<file path="config.mk">
export PLATFORM = sky130hd
export DESIGN_NAME = sid_span_match
export DESIGN_NICKNAME = d
export VERILOG_FILES = /design/src/rtl/sid_span_match.sv
export SDC_FILE = /design/constraint.sdc
export NUM_CORES = 1
export LEC_CHECK = 0
export ABC_AREA = 1
export BUFFER_PORTS_ARGS = -buffer_cell sky130_fd_sc_hd__buf_2
export CORE_ASPECT_RATIO = 1.5
export CORE_MARGIN = 3
export CORE_UTILIZATION = 43
export DETAILED_ROUTE_END_ITERATION = 16
export GPL_TIMING_DRIVEN = 1
export PLACE_DENSITY = 0.78
export SLEW_MARGIN = 30
export SYNTH_ARGS = -nofsm -noshare
export SYNTH_HDL_FRONTEND = slang
export SYNTH_SLANG_ARGS = --single-unit
</file>
<file path="constraint.sdc">
create_clock -name clk -period 1.3 [get_ports clk]
set_input_delay 0.13 -clock clk [delete_from_list [all_inputs] [get_ports clk]]
set_output_delay 0.13 -clock clk [all_outputs]
set_load 0.05 [all_outputs]
</file>
<file path="src/rtl/sid_span_match.sv">
module sid_span_match #(
  parameter int ID_W = 32
) (
  input  logic            clk,
  input  logic            rst_n,
  input  logic            flt_en_i,
  input  logic            span_i,
  input  logic [ID_W-1:0] flt_val_i,
  input  logic            ev_vld_i,
  input  logic [ID_W-1:0] ev_id_i,
  output logic            hit_o
);

  logic [ID_W-1:0] eff_flt;
  logic            eff_span;
  logic [ID_W-1:0] dc_mask;
  logic [ID_W-1:0] diff;
  logic            qual;

  assign eff_flt  = flt_en_i ? flt_val_i : {ID_W{1'b1}};
  assign eff_span = flt_en_i ? span_i : 1'b1;

  // zero bit plus the trailing ones below it
  assign dc_mask  = eff_span ? (eff_flt ^ (eff_flt + 1'b1)) : '0;
  assign diff     = (ev_id_i ^ eff_flt) & ~dc_mask;
  assign qual     = (diff == '0);

  always_ff @(posedge clk) begin
    if (!rst_n) hit_o <= 1'b0;
    else        hit_o <= ev_vld_i & qual;
  end

endmodule

</file>
Word-level counts from Yosys, hierarchy flattened
Cells that the tools add are included.
W data, S select, Z words.
{"block": "word_totals", "romBits": 0, "mem_count": 0, "latch_bits": 0, "ff_bits": 1, "ramBits": 0, "in_bits": 69, "elab_cells": 11, "output_inout_bits": 1}
{"block": "op_classes", "n_div": 0, "eq_ne": 0, "add_sub_neg": 1, "mul": 0, "n_lt_le_gt_ge": 0, "shift": 0, "bitwise_logic": 5, "mux": 3, "n_reduce_logical": 1}
{"cell": "$mux W32", "n": 2}
{"cell": "$xor A32 B32 Y32", "n": 2}
{"cell": "$add A32 B1 Y32 const B", "n": 1}
{"cell": "$and A32 B32 Y32", "n": 1}
{"cell": "$logic_not A32 Y1", "n": 1}
{"cell": "$not A32 Y32", "n": 1}
{"cell": "$and A1 B1 Y1", "n": 1}
{"cell": "$mux W1", "n": 1}

Depth between registers and ports, before layout
{"block": "logic_depth", "depth_word": 8, "ltp_mapped": 13}

Least setup slack after synthesis
OpenSTA, ideal clock, no wires.
{"block": "synth_timing", "path_kind": "input -> register", "startpoint": "input flt_en_i", "endpoint": "register hit_o", "required_time_ns": 1.236, "arrival_time_ns": 1.126, "setup_time_ns": 0.064, "slack_ns": 0.110, "cell_stages": 12, "cell_sequence": "buf_4 nand2_1 nand2_1 nor2_2 nand2_1 nor2_2 nand2_1 nand2_1 nand2_1 nor2_1 nand3_1 nor2_1"}
{"block": "synth_between", "elab_chain_len": 8}
{"element": "start, declared", "line": "6", "rtl": "input logic flt_en_i,"}
{"element": "$mux W32", "line": "20", "rtl": "assign eff_flt = flt_en_i ? flt_val_i : {ID_W{1'b1}};"}
{"element": "$add A32 B1 Y32", "line": "24", "rtl": "assign dc_mask = eff_span ? (eff_flt ^ (eff_flt + 1'b1)) : '0;"}
{"element": "$xor A32 B32 Y32", "line": "24"}
{"element": "$mux W32", "line": "24"}
{"element": "$not A32 Y32", "line": "25", "rtl": "assign diff = (ev_id_i ^ eff_flt) & ~dc_mask;"}
{"element": "$and A32 B32 Y32 (*)", "line": "25"}
{"element": "$logic_not A32 Y1 (*)", "line": "26", "rtl": "assign qual = (diff == '0);"}
{"element": "$and A1 B1 Y1 (*)", "line": "30", "rtl": "else hit_o <= ev_vld_i & qual;"}
{"element": "end signal, assigned", "line": "30"}
{"element": "end, declared", "line": "11", "rtl": "output logic hit_o"}
Mark *: on every way between the ends. The rest lies on a longest branch, timed or not.
A chain may end at the register's enable or synchronous reset.

Worst setup path in the final report
Same ends and word-level chain as after synthesis.

==> results.py <==
metrics = {
    "outcome": {
        "outcome": "complete, but fails checks",
        "violations": "setup timing",
    },
    "logic_synthesis": {
        "synth.distinct_cells": 22,
        "yosys_warnings": 0,
        "ys_dominant_reg_cell": "dfxtp_1",
        "synth-edff-count": 0,
        "synthCells": 290,
        "synth.largest_area_cell": "nand2_1",
        "synth_top_family_by_area": "simple AND/OR/NAND/NOR gates",
        "synth_seq_cells": 1,
        "muxShareOfSynthArea": 0,
        "yosys.area_share.simple": 0.645,
        "ys_async_sr_fraction": 0,
        "synth_top_area_frac": 0.258,
        "syn_area_per_cell_um2": 5.16,
        "synth_common_cells": "nand2_1 (103), nor2_1 (48), inv_1 (39), xor2_1 (19), nand2_4 (12)",
        "synthTopCellsByArea": "nand2_1 (26%), nor2_1 (12%), xor2_1 (11%), inv_1 (9.8%), nand2_4 (9.0%)",
        "synthAdderAreaFrac": 0,
        "synth_xor_xnor_area_share": 0.176,
        "synth_compound_area_frac": 0.0385,
        "seq_area_frac_synth": 0.0134,
        "synth_nets": 359,
        "synthesis.area_um2": 1500,
        "yosysMostFrequentCell": "nand2_1",
    },
    "global_route": {
        "antenna_found_initial": 0,
        "grt_first_pass_wirelength_um": 8500,
        "grt_usage": 0.260,
        "use_met2": 0.502,
        "grt.busiest_layer": "met2",
        "overflow": 0,
        "grt_max_degree": 10,
        "met3_usage": 0.0228,
        "grt_pass1_vias": 2033,
        "met1_usage": 0.261,
    },
    "route": {
        "dr.pass1.iters": 5,
        "routed_wl_um": 6660,
        "drtIter0Drc": 61,
        "wl_per_cell_um": 15.2,
        "vias_per_cell": 5.07,
        "ant_nets": 0,
        "drc_errors": 0,
        "num_vias": 2226,
    },
    "setup_path": {
        "startpoint_type": "input pin",
        "arrival_ps": 1590,
        "critPathMaxFanout": 6,
        "critical_path_required_ps": 1230,
        "crit_path_end_kind": "flop",
        "crit_type": "input pin to flop",
    },
    "pwr": {
        "ir_drop_v": 0.000253,
        "p_sw_mw": 0.567,
        "power.leakage_nw": 1.42,
        "p_int_mw": 0.470,
        "seq_power_share": 0.030,
        "pwr-share-comb": 0.970,
        "clock_power_share": 0,
        "swShare": 0.547,
        "power_density_nw_per_um2": 384,
    },
    "cells_and_area": {
        "ff_latch_area_um2": 20.0,
        "final_core_util": 0.831,
        "fin_nets": 470,
        "largest_register": "hit_o",
        "reg.largest.list": "hit_o (1)",
        "areaGrowthSynthToFinish_pct": 80.6,
        "drive_above_1_share": 0.519,
        "instances_no_fill": 439,
        "multi_input_area_um2": 1710,
        "num-fill-cells": 209,
        "antenna_cells": 0,
        "largest_register_ffs": 1,
    },
    "clock_network": {
        "path_clk_slew_ps": 0,
        "ctsHoldBuffers": 0,
    },
    "floorplanning": {
        "fp.dieW_um": 54.2,
        "die_height_um": 78.3,
        "start_util": 0.460,
        "rows": 25,
        "core_area_um2": 3250,
        "ios": 70,
        "die_area_um2": 4240,
    },
    "placement": {
        "placed_cells": 429,
        "post-place-ws_ps": -314,
        "port_buffers": 69,
        "place_hpwl_um": 3970,
        "place_congestion": 0.901,
    },
    "sta": {
        "tns_ps": -357,
        "rsz0062_at_grt": "yes",
        "slew_violations": 0,
        "setup_slack_ps": -357,
        "max_freq_mhz": 604,
        "hold_viol_final": 0,
        "worstMarginPinSlew_ps": 299,
        "period_share": 1.27,
        "min_period_ps": 1660,
        "final-setup-viol-count": 1,
        "slew_headroom": 0.800,
    },
    "run": {
        "cap_violations": 0,
    },
    "hold_path": {
        "min_path_type": "input pin to flop",
    },
}
## layout by cell type (no fill, tap or decap)
master    n
a21o_1    1
a21oi_1   7
a21oi_2   1
and2_1    1
buf_12    2
buf_16    3
buf_2    68
buf_4    38
buf_6     1
dfxtp_1   1
inv_1    38
inv_2     4
inv_4     1
nand2_1  72
nand2_2  22
nand2_4  17
nand2_8  14
nand3_1   9
nand3_2   2
nand3_4   1
nor2_1   31
nor2_2   13
nor2_4   18
nor3_2    1
o21ai_0   2
or2_2     1
xnor2_1  11
xor2_1   19
## area by class of cell
cell class	instances	area share
inverter	43	0.0606
multi-input combinational	243	0.632
sequential	1	0.00741
tap	40	0.0185
timing repair buffer	112	0.281
## critical path, cell delays in order
cell     delay (ps)
buf_12          130
buf_12          160
nand2_8         100
nand2_4          80
nor2_4          100
nand2_2          70
nor2_4           90
nor2_1           70
nor2_1          200
nand2_1         120
nor2_2          110
nand3_2          90
nor2_1          110
## metrics by stage
stage               instance area [µm²]  total power [mW]  hold WS (ps)
global route                       2700              1.10           597
CTS                                2550             0.908           566
global placement                   2120             0.726           554
detailed placement                 2120             0.731           555
floorplan                          1500             0.456           442
finish                             2700              1.04           560
## path summary, 6_finish.rpt
kind | from | end | slack [ps] | cells past startpoint
worst max-delay path | flt_en_i | hit_o$_SDFF_PN0_ | -360 | 13
worst min-delay path | ev_id_i[28] | hit_o$_SDFF_PN0_ | 560 | 6
## cells by family (layout without fill, tap and decap cells)
group | after synthesis | after routing
xor+xnor | 30 | 30
flops | 1 | 1
buf+inv | 46 | 155
simple gates | 202 | 202
compound gates | 11 | 11
## power by group through the flow
stage	combinational [mW]	sequential, mW	clock, mW
final	1.01	0.0313	0
after global routing	1.07	0.0313	0
after CTS	0.876	0.0313	0
after detailed placement	0.699	0.0313	0
after global placement	0.694	0.0313	0
after floorplan	0.425	0.0313	0
## metal layers
| metal | wire (µm) | vias up |
|---|---|---|
| met4 | 356 | 0 |
| met3 | 342 | 35 |
| met2 | 3760 | 99 |
| met1 | 2210 | 1013 |
| li1 | - | 1079 |
| met5 | 0 | - |
## repair_timing
item / CTS / global route
gates resized for setup: 76 / 33
setup endpoints to repair: 1 / 1
setup buffers: 4 / 3
pin swaps: 32 / 22
cloned: 3 / 0
Power figures use the tool's default switching activity.
